## config.mk

```make
export PLATFORM = sky130hd
export DESIGN_NAME = lcv_counter
export DESIGN_NICKNAME = d
export VERILOG_FILES = /design/src/rtl/lcv_pkg.sv /design/src/rtl/lcv_event_sel.sv /design/src/rtl/lcv_sat_counter.sv /design/src/rtl/lcv_snapshot.sv /design/src/rtl/lcv_counter.sv
export SDC_FILE = /design/constraint.sdc
export NUM_CORES = 1
export LEC_CHECK = 0
export ABC_AREA = 1
export BUFFER_PORTS_ARGS = -buffer_cell sky130_fd_sc_hd__buf_2
export CORE_UTILIZATION = 30
export CTS_CLUSTER_DIAMETER = 120
export DETAILED_ROUTE_END_ITERATION = 8
export PLACE_DENSITY_LB_ADDON = 0.25
export REMOVE_ABC_BUFFERS = 1
export SETUP_SLACK_MARGIN = 0.05
export SLEW_MARGIN = 20
export SYNTH_ARGS = -nofsm -noshare
export SYNTH_HDL_FRONTEND = slang
export SYNTH_SLANG_ARGS = --single-unit
```

## constraint.sdc

```tcl
create_clock -name clk -period 2.2 [get_ports clk]
set_input_delay 0.33 -clock clk [delete_from_list [all_inputs] [get_ports clk]]
set_output_delay 0.33 -clock clk [all_outputs]
set_load 0.1 [all_outputs]
```

## src/rtl/lcv_pkg.sv

```systemverilog
package lcv_pkg;
   typedef enum logic {
      LC_HDB3 = 1'b0,
      LC_AMI  = 1'b1
   } line_code_e;

   typedef enum logic {
      RO_FREEZE = 1'b0,
      RO_SECOND = 1'b1
   } readout_e;
endpackage

```

## src/rtl/lcv_event_sel.sv

```systemverilog
module lcv_event_sel
   import lcv_pkg::*;
#(
   parameter int ALARM_DIV = 4
) (
   input  logic       clk,
   input  logic       rst_n,
   input  line_code_e line_code,
   input  logic       hdb3_viol,
   input  logic       ami_viol,
   input  logic       alarm_sim,
   input  logic       bit_tick,
   output logic       inc
);
   if (ALARM_DIV < 1) begin : g_bad_div
      $error("ALARM_DIV must be at least 1");
   end

   logic alarm_pulse;

   if (ALARM_DIV == 1) begin : g_nodiv
      assign alarm_pulse = bit_tick;
   end else begin : g_div
      localparam int DW = $clog2(ALARM_DIV);
      localparam logic [DW-1:0] LAST = DW'(ALARM_DIV - 1);
      logic [DW-1:0] div_q;

      always_ff @(posedge clk or negedge rst_n) begin
         if (!rst_n)                div_q <= '0;
         else if (!alarm_sim)       div_q <= '0;
         else if (bit_tick)         div_q <= (div_q == LAST) ? '0 : div_q + 1'b1;
      end

      assign alarm_pulse = bit_tick && (div_q == LAST);
   end

   always_comb begin
      if (alarm_sim)               inc = alarm_pulse;
      else if (line_code == LC_AMI) inc = ami_viol;
      else                         inc = hdb3_viol;
   end

   assert_alarm_gate_R5: assert property (@(posedge clk) disable iff (!rst_n)
      (alarm_sim && !bit_tick) |-> !inc);
   assert_hdb3_mask_R2: assert property (@(posedge clk) disable iff (!rst_n)
      (!alarm_sim && line_code == LC_HDB3 && !hdb3_viol) |-> !inc);
   assert_ami_mask_R3: assert property (@(posedge clk) disable iff (!rst_n)
      (!alarm_sim && line_code == LC_AMI && !ami_viol) |-> !inc);
endmodule

```

## src/rtl/lcv_sat_counter.sv

```systemverilog
module lcv_sat_counter #(
   parameter int W = 16
) (
   input  logic         clk,
   input  logic         rst_n,
   input  logic         inc,
   input  logic         clr,
   output logic [W-1:0] cnt
);
   if (W < 2) begin : g_bad_w
      $error("W must be at least 2");
   end

   localparam logic [W-1:0] MAX = {W{1'b1}};

   always_ff @(posedge clk or negedge rst_n) begin
      if (!rst_n)                    cnt <= '0;
      else if (clr)                  cnt <= W'(inc);
      else if (inc && cnt != MAX)    cnt <= cnt + 1'b1;
   end

   assert_no_wrap_R4: assert property (@(posedge clk) disable iff (!rst_n)
      (cnt == MAX && !clr) |=> cnt == MAX);
   assert_clear_start_R11: assert property (@(posedge clk) disable iff (!rst_n)
      clr |=> cnt == W'($past(inc)));
   assert_single_step_R2: assert property (@(posedge clk) disable iff (!rst_n)
      !clr |=> (cnt == $past(cnt) || cnt == $past(cnt) + 1'b1));
endmodule

```

## src/rtl/lcv_snapshot.sv

```systemverilog
module lcv_snapshot
   import lcv_pkg::*;
#(
   parameter int W      = 16,
   parameter int BYTE_W = 8
) (
   input  logic              clk,
   input  logic              rst_n,
   input  readout_e          ro_mode,
   input  logic              sec_tick,
   input  logic              frz_wr,
   input  logic              frz_wdata,
   input  logic              rd_lo,
   input  logic              rd_hi,
   input  logic [W-1:0]      cnt,
   output logic              clr,
   output logic              frz,
   output logic [BYTE_W-1:0] rd_data,
   output logic              rd_vld
);
   if (W != 2 * BYTE_W) begin : g_bad_split
      $error("W must be exactly two bytes wide");
   end

   logic [W-1:0] buf_q;
   logic         frz_rise;
   logic         buf_load;

   assign frz_rise = frz_wr && frz_wdata && !frz;
   assign clr      = (ro_mode == RO_SECOND) ? sec_tick
                                            : frz_rise;
   assign buf_load = (ro_mode == RO_SECOND) ? sec_tick
                                            : !frz;

   always_ff @(posedge clk or negedge rst_n) begin
      if (!rst_n)        frz <= 1'b0;
      else if (frz_wr)   frz <= frz_wdata;
      else if (rd_hi)    frz <= 1'b0;
   end

   always_ff @(posedge clk or negedge rst_n) begin
      if (!rst_n)        buf_q <= '0;
      else if (buf_load) buf_q <= cnt;
   end

   always_ff @(posedge clk or negedge rst_n) begin
      if (!rst_n) begin
         rd_data <= '0;
         rd_vld  <= 1'b0;
      end else begin
         rd_vld <= rd_lo || rd_hi;
         if (rd_hi)      rd_data <= buf_q[W-1 -: BYTE_W];
         else if (rd_lo) rd_data <= buf_q[BYTE_W-1:0];
      end
   end

   assert_freeze_hold_R7: assert property (@(posedge clk) disable iff (!rst_n)
      (ro_mode == RO_FREEZE && frz) |=> $stable(buf_q));
   assert_hi_release_R8: assert property (@(posedge clk) disable iff (!rst_n)
      (rd_hi && !frz_wr) |=> !frz);
   assert_sec_hold_R10: assert property (@(posedge clk) disable iff (!rst_n)
      (ro_mode == RO_SECOND && !sec_tick) |=> $stable(buf_q));
   assert_lo_read_R12: assert property (@(posedge clk) disable iff (!rst_n)
      (rd_lo && !rd_hi && !frz_wr) |=> frz == $past(frz));
endmodule

```

## src/rtl/lcv_counter.sv

```systemverilog
module lcv_counter
   import lcv_pkg::*;
#(
   parameter int CNT_W     = 16,
   parameter int BYTE_W    = 8,
   parameter int ALARM_DIV = 4
) (
   input  logic              clk,
   input  logic              rst_n,
   input  logic              line_code,
   input  logic              hdb3_viol,
   input  logic              ami_viol,
   input  logic              alarm_sim,
   input  logic              bit_tick,
   input  logic              ro_mode,
   input  logic              sec_tick,
   input  logic              frz_wr,
   input  logic              frz_wdata,
   input  logic              rd_lo,
   input  logic              rd_hi,
   output logic [BYTE_W-1:0] rd_data,
   output logic              rd_vld,
   output logic              frz_flag
);
   logic             inc;
   logic             clr;
   logic [CNT_W-1:0] cnt;

   lcv_event_sel #(.ALARM_DIV(ALARM_DIV)) u_sel (
      .clk       (clk),
      .rst_n     (rst_n),
      .line_code (line_code_e'(line_code)),
      .hdb3_viol (hdb3_viol),
      .ami_viol  (ami_viol),
      .alarm_sim (alarm_sim),
      .bit_tick  (bit_tick),
      .inc       (inc)
   );

   lcv_sat_counter #(.W(CNT_W)) u_cnt (
      .clk   (clk),
      .rst_n (rst_n),
      .inc   (inc),
      .clr   (clr),
      .cnt   (cnt)
   );

   lcv_snapshot #(.W(CNT_W), .BYTE_W(BYTE_W)) u_snap (
      .clk       (clk),
      .rst_n     (rst_n),
      .ro_mode   (readout_e'(ro_mode)),
      .sec_tick  (sec_tick),
      .frz_wr    (frz_wr),
      .frz_wdata (frz_wdata),
      .rd_lo     (rd_lo),
      .rd_hi     (rd_hi),
      .cnt       (cnt),
      .clr       (clr),
      .frz       (frz_flag),
      .rd_data   (rd_data),
      .rd_vld    (rd_vld)
   );

   assert_reset_zero_R1: assert property (@(posedge clk)
      !rst_n |=> (!frz_flag && rd_data == '0 && !rd_vld));
endmodule

```

==> impl_metrics.toml <==
[timing]
worst_pin_slew_ns = 0.6226
setup_violations = 0
time_the_worst_path_needs_with_i_o_delays_and_setup_ns = 1.851
clock.fmax_mhz = 540.1
slew_headroom_pct = 58.50
final_hold_violation_count = 0
final_min_period_over_clock_period_pct = 84.15
final.hold.worst_slack_ns = 0.03385
grt_setup_unrepaired = "false"
timing_max_transition_violations_final = 0
final_setup_skew_ns = 0.007608

[yosys]
post_synth_xor_area_fraction_pct = 2.811
yosys_register_bits = 44
post_synth_fa_ha_maj_area_fraction_pct = 1.147
post_synth_mux_area_share_pct = 0
syn_area_um2 = 2181
synth_area_leader_cell = "sky130_fd_sc_hd__dfrtp_1"
synthesis.instances = 277
synth_area_per_cell_um2 = 7.873
synth_simple_gate_area_share_pct = 28.92
synth.top_cells.by_area = "sky130_fd_sc_hd__dfrtp_1 (50%), sky130_fd_sc_hd__nand2_1 (15%), sky130_fd_sc_hd__nand3_1 (6.7%)"
synth-compound-area-share_pct = 10.33
seq_area_frac_synth_pct = 50.49
post_synth_num_cell_types = 21
synth.top_cell.area_share_pct = 50.49
synth_warnings = 0
largest_family_of_logic_cells_by_synthesized_area = "simple AND/OR/NAND/NOR gates"

[worst_setup_path]
worst-endpoint-required_ns = 2.40
r2r-end = "u_cnt.cnt[14]"
cp-startpoint = "u_cnt.cnt[1]"
timing.critical_path.arrival_ns = 2.06
worstSetupEndpoint = "u_cnt.cnt[14]"
r2r_start = "u_cnt.cnt[1]"
r2r_slack_ns = 0.35
critPathKind = "flip-flop to flip-flop"
rr_worst_depth = 8
critical_path.endpoint_type = "flip-flop"
cp_launch_type = "flip-flop"
crit_path_max_fanout = 14

[cts]
htree_levels = 2
root_buffer = "sky130_fd_sc_hd__clkbuf_8"
cts_inserted_buffers = 5
ctsHoldBuffers = 0
clk-insertion-delay-late_ns = 0.30
number_of_sinks_handled_by_clock_tree_synthesis = 44
cts_tree = "yes"
clk_transition_reported_paths_ns = 0.09
postCtsSetupRepairBufs = 0
cts_resized = 0
clock_path_buffers = 2

[detailed_routing]
first_iter_violations = 146
routedWlPerCell_um = 12.21
drt_wl_total_mm = 4.907
detail_route.vias_per_cell = 4.525
drc = 0
first_pass_iters = 4
ant_nets_after_route = 0
vias = 1819

[floorplan]
initial_core_util_pct = 31.58
io-pin-count = 23
die-area_um2 = 7614
core_area_um2 = 6907
chipWidth_um = 87.26
die_y_um = 87.26
rows = 30

[global_routing]
grt-ovfl-total = 0
grt_pass1_vias = 1681
global_route.usage.total_pct = 14.40
grt_max_degree = 29
grt_pass1_wl_mm = 8.307
antenna_found_initial = 0

[power]
ir_worst_vdd_v = 0.0002407
power-per-cell-area_nw_per_um2 = 707.2
leakage_nw = 1.241

[layout]
area_growth_pct = 16.52
antenna_cells = 0
num-nets-final = 320
layout.cells.most_common = "sky130_fd_sc_hd__nand2_1"
finalNonFillerCells = 402
final_cell_area_um2 = 2541
drive_above_1_share_pct = 13.73
most-common-layout-cells = "sky130_fd_sc_hd__nand2_1 (87), sky130_fd_sc_hd__dfrtp_1 (44), sky130_fd_sc_hd__nand3_1 (29)"
finalCoreUtilization_pct = 36.79

[job]
cap_violations = 0

[placement]
place_area_um2 = 2420
globalplace.congestion = 0.8024
count_of_input_and_output_buffers = 22
place_inst = 394
place_hpwl_mm = 3.587

[hold_path]
hold_path.class = "primary input to async pin"

[run_status]
result_of_the_run = "finished clean"
## Yosys cell counts
master and n:
sky130_fd_sc_hd__nand2_1 87, sky130_fd_sc_hd__dfrtp_1 44, sky130_fd_sc_hd__nand3_1 29, sky130_fd_sc_hd__inv_1 27, sky130_fd_sc_hd__o21ai_0 24, sky130_fd_sc_hd__nor2_1 21, sky130_fd_sc_hd__o22ai_1 8, sky130_fd_sc_hd__xor2_1 7
sky130_fd_sc_hd__a21oi_1 5, sky130_fd_sc_hd__nand4_1 5, sky130_fd_sc_hd__clkbuf_1 4, sky130_fd_sc_hd__nor2_2 3, sky130_fd_sc_hd__buf_2 2, sky130_fd_sc_hd__ha_1 2, sky130_fd_sc_hd__nand2_2 2, sky130_fd_sc_hd__nor3_1 2
sky130_fd_sc_hd__a31oi_1 1, sky130_fd_sc_hd__buf_6 1, sky130_fd_sc_hd__nand3b_1 1, sky130_fd_sc_hd__o21a_1 1, sky130_fd_sc_hd__o21ai_4 1
## critical path, cell delays in order (launching register included)
cell,delay [ns]
sky130_fd_sc_hd__dfrtp_1,0.45
sky130_fd_sc_hd__ha_1,0.24
sky130_fd_sc_hd__nand2_1,0.08
sky130_fd_sc_hd__nor2_2,0.15
sky130_fd_sc_hd__nand2_2,0.12
sky130_fd_sc_hd__o21ai_4,0.36
sky130_fd_sc_hd__nor2_1,0.20
sky130_fd_sc_hd__nand2_1,0.10
sky130_fd_sc_hd__nand2_1,0.05
## stage by stage
stage / power, mW / TNS, ns / worst slack [ns]
3_3_place_gp: 1.151 / 0 / 0.4143
5_1_grt: 1.888 / 0 / 0.1511
6_report: 1.797 / 0 / 0.3487
2_1_floorplan: 1.068 / -2.648 / -0.2929
4_1_cts: 1.826 / 0 / 0.3469
3_5_place_dp: 1.155 / 0 / 0.3623
## cell families after synthesis
| family | Yosys count |
|---|---|
| simple gates | 150 |
| flops | 44 |
| compound gates | 40 |
| buf+inv | 34 |
| xor+xnor | 7 |
| fa+ha+maj | 2 |
## report_power, final
group / internal (mW) / switching (mW)
clock: 0.371 / 0.289
combinational: 0.0575 / 0.211
sequential: 0.841 / 0.0269
total: 1.27 / 0.527
## how the worst min path moves through the flow
stage | slack (ns) | end | depth (start not counted) | start
2_1_floorplan | 0.03 | u_cnt.cnt[0] | 0 | rst_n
3_3_place_gp | 0.38 | u_snap.rd_data[0] | 1 | rst_n
3_5_place_dp | 0.39 | u_snap.rd_data[0] | 1 | rst_n
4_1_cts | 0.05 | u_cnt.cnt[2] | 1 | rst_n
5_1_grt | 0.07 | u_snap.rd_data[2] | 1 | rst_n
6_report | 0.03 | u_snap.rd_data[2] | 1 | rst_n
## registers in the layout, indices dropped and copies added (netlist names)
name / flops
u_snap.buf_q: 16
u_cnt.cnt: 16
u_snap.rd_vld: 1
u_sel.g_div.div_q: 2
u_snap.frz: 1
u_snap.rd_data: 8
## area by class of cell
type / count / area [um^2]
fillers: 748 / 4365
flip-flops and latches: 44 / 1101
multi-input cells: 199 / 942.2
repair buffers: 28 / 155.1
well taps: 96 / 120.1
inverters: 27 / 101.3
clock buffers: 6 / 82.58
clock inverters: 2 / 38.79
## layer usage
metal	routed length [um]	GRT usage, %
met3	166	2.938
met5	0	0
met1	2546	19.73
met2	2144	22.16
met4	49	5.812
No activity file was read; power rests on OpenSTA's default activity.
